### src/rtl/win_stall_pkg.sv
package win_stall_pkg;
  localparam int PEN_W = 2;

  typedef enum logic [1:0] {
    CLS_MAC_PF   = 2'd0,
    CLS_MOVE     = 2'd1,
    CLS_MOVE_DBL = 2'd2,
    CLS_OTHER    = 2'd3
  } instr_cls_e;

  localparam logic [PEN_W-1:0] PEN_NONE  = 2'd0;
  localparam logic [PEN_W-1:0] PEN_SHORT = 2'd1;
  localparam logic [PEN_W-1:0] PEN_LONG  = 2'd2;
endpackage

### src/rtl/win_penalty_decode.sv
module win_penalty_decode
  import win_stall_pkg::*;
(
  input  logic [1:0]       cls_i,
  input  logic             win_i,
  input  logic             loop_i,
  input  logic [3:0]       edge_flags_i,
  output logic [PEN_W-1:0] pen_o
);
  instr_cls_e cls;
  logic       disturbed;

  assign cls       = instr_cls_e'(cls_i);
  assign disturbed = |edge_flags_i;

  always_comb begin
    pen_o = PEN_NONE;
    if (win_i) begin
      if (loop_i) begin
        pen_o = disturbed ? PEN_LONG : PEN_NONE;
      end else begin
        unique case (cls)
          CLS_MAC_PF, CLS_MOVE, CLS_MOVE_DBL: pen_o = PEN_SHORT;
          default:                            pen_o = PEN_LONG;
        endcase
      end
    end
  end
endmodule

### src/rtl/win_stall_counter.sv
module win_stall_counter #(
  parameter int CNT_W = 2
) (
  input  logic             clk,
  input  logic             rst_n,
  input  logic             load_i,
  input  logic [CNT_W-1:0] load_val_i,
  output logic             busy_o
);
  logic [CNT_W-1:0] remain_q;

  always_ff @(posedge clk or negedge rst_n) begin
    if (!rst_n) begin
      remain_q <= '0;
    end else if (load_i) begin
      remain_q <= load_val_i;
    end else if (remain_q != '0) begin
      remain_q <= remain_q - 1'b1;
    end
  end

  assign busy_o = (remain_q != '0);

  assert_count_monotone_R9: assert property (@(posedge clk) disable iff (!rst_n)
    (!load_i && remain_q != '0) |=> (remain_q == $past(remain_q) - 1'b1));
endmodule

### src/rtl/win_stall_calc.sv
module win_stall_calc
  import win_stall_pkg::*;
(
  input  logic             clk,
  input  logic             rst_n,
  input  logic             req_valid,
  output logic             req_ready,
  input  logic [1:0]       instr_class,
  input  logic             win_access,
  input  logic             in_loop,
  input  logic             first_iter,
  input  logic             last_iter,
  input  logic             irq_exit,
  input  logic             irq_reentry,
  output logic [PEN_W-1:0] extra_cycles,
  output logic             stall
);
  logic             accept;
  logic             busy;
  logic             nonzero;
  logic [PEN_W-1:0] load_val;

  win_penalty_decode u_decode (
    .cls_i        (instr_class),
    .win_i        (win_access),
    .loop_i       (in_loop),
    .edge_flags_i ({first_iter, last_iter, irq_exit, irq_reentry}),
    .pen_o        (extra_cycles)
  );

  assign req_ready = !busy;
  assign accept    = req_valid && req_ready;
  assign nonzero   = (extra_cycles != PEN_NONE);
  assign load_val  = nonzero ? extra_cycles - 1'b1 : '0;

  win_stall_counter #(.CNT_W(PEN_W)) u_count (
    .clk        (clk),
    .rst_n      (rst_n),
    .load_i     (accept && nonzero),
    .load_val_i (load_val),
    .busy_o     (busy)
  );

  assign stall = busy || (accept && nonzero);

  assert_window_off_zero_R1: assert property (@(posedge clk) disable iff (!rst_n)
    !win_access |-> (extra_cycles == PEN_NONE));
  assert_steady_iter_zero_R7: assert property (@(posedge clk) disable iff (!rst_n)
    (win_access && in_loop && !(first_iter || last_iter || irq_exit || irq_reentry))
      |-> (extra_cycles == PEN_NONE));
  assert_never_summed_R8: assert property (@(posedge clk) disable iff (!rst_n)
    extra_cycles != 2'd3);
  assert_long_holds_R9: assert property (@(posedge clk) disable iff (!rst_n)
    (accept && extra_cycles == PEN_LONG) |=> (stall && !req_ready));
  assert_short_ends_R9: assert property (@(posedge clk) disable iff (!rst_n)
    (accept && extra_cycles == PEN_SHORT) |=> req_ready);
  assert_zero_no_stall_R9: assert property (@(posedge clk) disable iff (!rst_n)
    (accept && extra_cycles == PEN_NONE) |-> !stall);
  assert_busy_stalls_R10: assert property (@(posedge clk) disable iff (!rst_n)
    !req_ready |-> stall);
endmodule

### config.mk
export PLATFORM = sky130hd
export DESIGN_NAME = win_stall_calc
export DESIGN_NICKNAME = d
export VERILOG_FILES = /design/src/rtl/win_stall_pkg.sv /design/src/rtl/win_penalty_decode.sv /design/src/rtl/win_stall_counter.sv /design/src/rtl/win_stall_calc.sv
export SDC_FILE = /design/constraint.sdc
export NUM_CORES = 1
export LEC_CHECK = 0
export BUFFER_PORTS_ARGS = -buffer_cell sky130_fd_sc_hd__buf_2
export CAP_MARGIN = 20
export CORE_AREA = 2 2 39 41
export DETAILED_ROUTE_END_ITERATION = 10
export DIE_AREA = 0 0 41 43
export HOLD_SLACK_MARGIN = 0.1
export PLACE_DENSITY_LB_ADDON = 0.08
export SYNTH_ARGS = -nofsm -noshare
export SYNTH_HDL_FRONTEND = slang
export SYNTH_SLANG_ARGS = --single-unit
export TNS_END_PERCENT = 10
### constraint.sdc
create_clock -name clk -period 1 [get_ports clk]
set_input_delay 0.1 -clock clk [delete_from_list [all_inputs] [get_ports clk]]
set_output_delay 0.1 -clock clk [all_outputs]
set_load 0.01 [all_outputs]
==> summary.md, run 1 <==
| Metric | Value |
|---|---|
| Worst hold path class | `input port to asynchronous set/reset pin` |
| Leak | `roughly 0.18 nW` |
| Rel. slew slack | `0.840` |
| Largest regs | `u_count.remain_q: 2 flops` |
| Period utilization | `1.06` |
| Initial antenna violation count | `0` |
| FF-to-FF setup slack | `-50 ps` |
| Chip width | `approximately 41 um` |
| Root buffer cell | `clkbuf_4` |
| Startpoint of the worst-slack reg-to-reg timing path | `u_count.remain_q[1]$_DFFE_PN0P_` |
| Synth warnings | `0` |
| ANT cells | `0` |
| Maximum fanout along the worst path | `4` |
| Syn_area_per_cell | `8.03 um2` |
| Vias post-DR | `221` |
| Largest cells by area after synthesis | `dfrtp_1 (33%), ha_1 (8.2%), nor4_2 (8.2%), inv_1 (7.4%), nand2_1 (7.4%)` |
| Starting DRT DRC Count | `2` |
| Share of cells above drive strength 1 | `0.690` |
| First-pass GRT wire length | `around 730 um` |
| Clock Tree Buf Depth | `2` |
| Grt total ovfl | `0` |
| Commonest non-fill, non-tap cell in the layout | `buf_2` |
| Die Span Y | `around 43 um` |
| Cells after Synth | `19` |
| Maximum VDD drop | `roughly 730 uV` |
| Layout fillers | `around 160` |
| Worst EP required | `~900 ps` |
| Sw power | `0.000291 W` |
| Pin count of the biggest net entering global routing | `5` |
| Iteration count of the initial detailed-routing pass | `2` |
| Switching Fraction | `0.334` |
| Share of power burned in registers | `0.170` |
| Fmax | `roughly 940 MHz` |
| Endpoints failing setup | `4` |
| Die area | `1760 um2` |
| Max FFs per register | `2` |
| Post-DRT Antenna Nets | `0` |
| Worst Reg-to-Reg Cells | `6` |
| Vias in the first global route | `208` |
| Comb pwr share | `0.627` |
| Htree depth | `1` |
| Vias per std cell | `between 3 and 4` |
| # port buffers | `14` |
| Sequential cell area fraction in the yosys report | `0.328` |
| Clk_lat worst skew | `around 220 ps` |
| P_int | `0.000581 W` |
| Core Box Area | `between 1000 and 1500 um2` |
| Status | `finished, violations left` |
| Top reg by flops | `u_count.remain_q` |
| Crit path kind | `register to primary output` |
| Clock slew at reported path FFs | `30 ps` |
| Placer congestion estimate | `roughly 0.64` |
| Unrepaired setup endpoints after global routing | `true` |
| CTS Sinks | `2` |
| PwrDens | `2570 nW/um2` |
| Synth cell types | `13` |
| Final Slew Violations | `0` |
| Clk network pwr share | `0.203` |
| Final worst slack | `-62.6 ps` |
| Post-synthesis instance area | `~150 um2` |
| Syn nets | `31` |
| Most frequent cells in the layout | `buf_2 (13), buf_4 (5), clkbuf_4 (3)` |
| Ports | `15` |
| Residual DRC count | `0` |
| Crit path time final | `approximately 1100 ps` |
| Crit path capture type | `primary output` |
| Drt total wl | `roughly 490 um` |
| Worst slew pin tran | `between 200 and 250 ps` |
| Element type at the critical path start | `register` |
| GRT Util Overall | `0.0682` |
| Synthesized flop and latch total | `2` |
| Fin. Hold Viols | `0` |
| Worst Skew | `approximately 1.5 ps` |
| Row cnt | `14` |
| Cell taking the most area after synthesis | `dfrtp_1` |
| Synth top area share | `0.328` |
| Pre-CTS WS | `-11.8 ps` |
| Reg-to-reg endpoint | `u_count.remain_q[0]$_DFFE_PN0P_` |
| Failing checks | `negative setup slack` |
| Layout Utilization | `0.245` |
| Post-layout nets | `56` |
| Post-DR wirelength/cell | `between 8 and 9 um` |
| Synthesis-to-layout area growth | `122%` |
| Critical Path AT | `~960 ps` |
| Detailed placement HPWL | `around 370 um` |
| Max Cap Viol | `0` |
| Starting Density | `0.110` |
| Number of clock buffers inserted by TritonCTS | `3` |
| CTS tree | `yes` |
-- cell families after synthesis --
kind of cell,share of synthesized area
buf+inv,0.0738
flops,0.328
fa+ha+maj,0.0820
compound gates,0.279
simple gates,0.238
-- synthesized netlist by cell type --
cell type,n
a21o_2,1
a31o_1,1
nand3_1,1
nand2_1,3
nor2_1,2
a21oi_1,1
inv_1,3
o22ai_1,1
a31oi_1,1
dfrtp_1,2
a21o_1,1
nor4_2,1
ha_1,1
-- stage by stage --
stage | power (W) | area [um2] | hold slack, ps | setup TNS, ps | instances
after global routing | 0.000992 | 339 | 175 | -387 | 58
after detailed placement | 0.000542 | 263 | -111 | -11.8 | 50
after CTS | 0.000796 | 310 | 181 | -236 | 56
after floorplan | 0.000405 | 165 | -196 | 0 | 19
final | 0.000872 | 339 | 193 | -154 | 58
after global placement | 0.000541 | 263 | -113 | -10.5 | 50
-- metal layers --
layer  global-route usage  vias up  part of all wire  wire length, um
met3               0.0157        0             0.080               39
met5                    0        -                 0                0
met1               0.0609       99              0.36              174
li1                     -      115                 -                -
met4                0.100        0                 0                0
met2               0.0969        7              0.56              272
-- power by group through the flow --
stage / logic (W) / registers [W] / clock network, W
floorplan: 0.000267 / 0.000138 / 0
global placement: 0.000400 / 0.000141 / 0
detailed placement: 0.000401 / 0.000141 / 0
CTS: 0.000455 / 0.000147 / 0.000193
global route: 0.000635 / 0.000150 / 0.000207
finish: 0.000547 / 0.000148 / 0.000177
-- how the worst max path moves through the flow --
stage | cells after the start | start | slack [ps] | to
5_1_grt | 6 | u_count.remain_q[0]$_DFFE_PN0P_ | -120 | u_count.remain_q[0]$_DFFE_PN0P_
3_3_place_gp | 5 | u_count.remain_q[0]$_DFFE_PN0P_ | -10 | u_count.remain_q[0]$_DFFE_PN0P_
4_1_cts | 4 | u_count.remain_q[1]$_DFFE_PN0P_ | -100 | stall
3_5_place_dp | 5 | u_count.remain_q[0]$_DFFE_PN0P_ | -10 | u_count.remain_q[0]$_DFFE_PN0P_
6_report | 4 | u_count.remain_q[1]$_DFFE_PN0P_ | -60 | stall
2_1_floorplan | 5 | u_count.remain_q[0]$_DFFE_PN0P_ | 10 | u_count.remain_q[0]$_DFFE_PN0P_
-- area by class of cell --
class	count	area, um2	share of cell area
inverter	3	11.3	0.0332
multi-input combinational	14	111	0.328
sequential	2	50.0	0.148
clock buffer	3	22.5	0.0664
timing repair buffer	20	124	0.365
tap	16	20.0	0.0590
-- critical path, cell delays in order, from the launching register on --
cell and delay [ps]:
dfrtp_1 380, inv_2 70, ha_4 140, nand2_2 50
buf_6 110
-- timing repair --
| action | in CTS | in global routing |
|---|---|---|
| setup buffers | 2 | 2 |
| hold buffers | 1 | 0 |
| setup endpoints to repair | 3 | 4 |
| pin swaps | 1 | 1 |
| hold endpoints to repair | 2 | 0 |
| gates resized for setup | 2 | 3 |
(Power assumes the default switching activity.)
==> run 2, diff against run 1 <==
BUFFER_PORTS_ARGS = default   (was -buffer_cell sky130_fd_sc_hd__buf_2)
DONT_BUFFER_PORTS = 1   (was default)
clock period = 1.3 ns   (was 1 ns; I/O delays follow)
==> summary.md, run 2 (synthesis results as in run 1) <==
| Metric | Value |
|---|---|
| Vias per std cell | `3.98 (+4.3%)` |
| Most frequent cells in the layout | `inv_1 (3), nand2_1 (3), clkbuf_4 (3)` |
| Row cnt | `14 (unchanged)` |
| Status | `finished clean` |
| Worst slew pin tran | `247 ps (+9.26 ps)` |
| Crit path kind | `register to primary output` |
| Chip width | `41 um (unchanged)` |
| Period utilization | `0.910` |
| Finished Layout Cells | `40 (-31%)` |
| Unrepaired setup endpoints after global routing | `false` |
| Worst Skew | `1.67 ps (+0.205 ps)` |
| Worst hold path class | `input port to asynchronous set/reset pin` |
| Drt total wl | `409 um (-16%)` |
| Maximum fanout along the worst path | `7 (+3)` |
| CTS tree | `yes` |
| Placer congestion estimate | `0.529 (-18%)` |
| Largest regs | `u_count.remain_q: 2 flops` |
| Ports | `15 (unchanged)` |
| Critical Path AT | `1050 ps (+90 ps)` |
| Worst EP required | `1170 ps (+270 ps)` |
| Total power draw | `0.000473 W (-46%)` |
| Starting DRT DRC Count | `4 (+2)` |
| PwrDens | `2200 nW/um2 (-15%)` |
| Core Box Area | `1380 um2 (unchanged)` |
| Synthesis-to-layout area growth | `41.0%` |
| Placed Cells | `36 (-28%)` |
| ANT cells | `0 (unchanged)` |
| Initial antenna violation count | `0 (unchanged)` |
| Rel. slew slack | `0.834 (-0.00623)` |
| Crit path capture type | `primary output` |
| Clock Tree Buf Depth | `2 (unchanged)` |
| Crit path time final | `roughly 1200 ps` |
| Root buffer cell | `clkbuf_4` |
| Htree depth | `1 (unchanged)` |
| # port buffers | `0 (-14)` |
| Fmax | `about 850 MHz` |
| Post-layout nets | `38 (-32%)` |
| Post-DR wirelength/cell | `10.2 um (+22%)` |
| Max Cap Viol | `0 (unchanged)` |
| Number of clock buffers inserted by TritonCTS | `3 (unchanged)` |
| Iteration count of the initial detailed-routing pass | `2 (unchanged)` |
| Grt met2 use | `0.0656 (-0.0313)` |
| Vias in the first global route | `148 (-29%)` |
| Leak | `0.0980 nW (-45%)` |
| Post-DRT Antenna Nets | `0 (unchanged)` |
| Top reg by flops | `u_count.remain_q` |
| Grt total ovfl | `0 (unchanged)` |
| Element type at the critical path start | `register` |
| Worst hold margin | `134 ps (-59.6 ps)` |
| GRT Util Overall | `0.0562 (-0.0120)` |
| Die Span Y | `43 um (unchanged)` |
| CTS Sinks | `2 (unchanged)` |
| Critical Path Start | `u_count.remain_q[0]$_DFFE_PN0P_` |
| Worst Reg-to-Reg Cells | `5 (-1)` |
| Fin. Hold Viols | `0 (unchanged)` |
| Clock slew at reported path FFs | `30 ps (about the same)` |
| Met1 usage | `0.0450 (-0.0159)` |
| Setup TNS Final | `0 ps (+154 ps)` |
| Residual DRC count | `0 (unchanged)` |
| Pin count of the biggest net entering global routing | `8 (+3)` |
| Final Slew Violations | `0 (unchanged)` |
| Maximum VDD drop | `571 uV (-22%)` |
| Vias post-DR | `159 (-28%)` |
| Postcts setup bufs | `0 (-2)` |
| Max FFs per register | `2 (unchanged)` |
| Starting Density | `0.110 (unchanged)` |
| First-pass GRT wire length | `524 um (-28%)` |
| Share of cells above drive strength 1 | `0.292 (-0.399)` |
| GRT busiest layer | `met4` |
| Clk_lat worst skew | `230 ps (about the same)` |
| Die area | `1760 um2 (unchanged)` |
| Endpoints failing setup | `0 (-4)` |
| Startpoint of the worst-slack reg-to-reg timing path | `u_count.remain_q[0]$_DFFE_PN0P_` |
| M3 GR Usage | `0.0157 (unchanged)` |
[run 2: routing by layer]
metal  share of wire  wire length [um]
met1            0.34               138
met4           0.059                24
met2            0.41               166
met3            0.19                79
met5               0                 0
[run 2: metrics by stage]
stage | utilization | setup slack, ps | cell area [um2]
after floorplan | - | 205 | 153
after global placement | 0.130 | 151 | 180
after detailed placement | 0.130 | 149 | 180
after CTS | 0.154 | 31.5 | 213
after global routing | 0.156 | 43.6 | 215
final | 0.156 | 117 | 215
[run 2: worst paths after layout]
kind                                              endpoint  slack, ps
min reg2reg                u_count.remain_q[1]$_DFFE_PN0P_        500
max                                              req_ready        120
min                        u_count.remain_q[1]$_DFFE_PN0P_        130
max in group asynchronous  u_count.remain_q[0]$_DFFE_PN0P_       1050
min in group clk           u_count.remain_q[0]$_DFFE_PN0P_        170
max reg2reg                u_count.remain_q[0]$_DFFE_PN0P_        200
[run 2: layout make-up]
type,instances,area [um2]
fillers,163,1170
multi-input cells,14,93.8
flip-flops and latches,2,50.0
clock buffers,3,22.5
well taps,16,20.0
repair buffers,2,17.5
inverters,3,11.3
[run 2: what timing repair did]
action	4_1_cts	5_1_grt
hold buffers	1	0
hold endpoints to repair	2	0
gates resized for setup	0	1
endpoints found under the setup margin	0	2
[run 2: critical path, stage by stage, from the launching register on]
cell and delay (ps):
dfrtp_1 350, inv_1 90, ha_2 250, buf_4 140
[run 2: power by group]
part / total (W) / switching (W) / leakage, nW / internal (W)
Clock: 0.000140 / 0.0000377 / 0.0138 / 0.000102
Sequential: 0.000107 / 0.0000106 / 0.0235 / 0.0000968
Combinational: 0.000226 / 0.000120 / 0.0606 / 0.000106
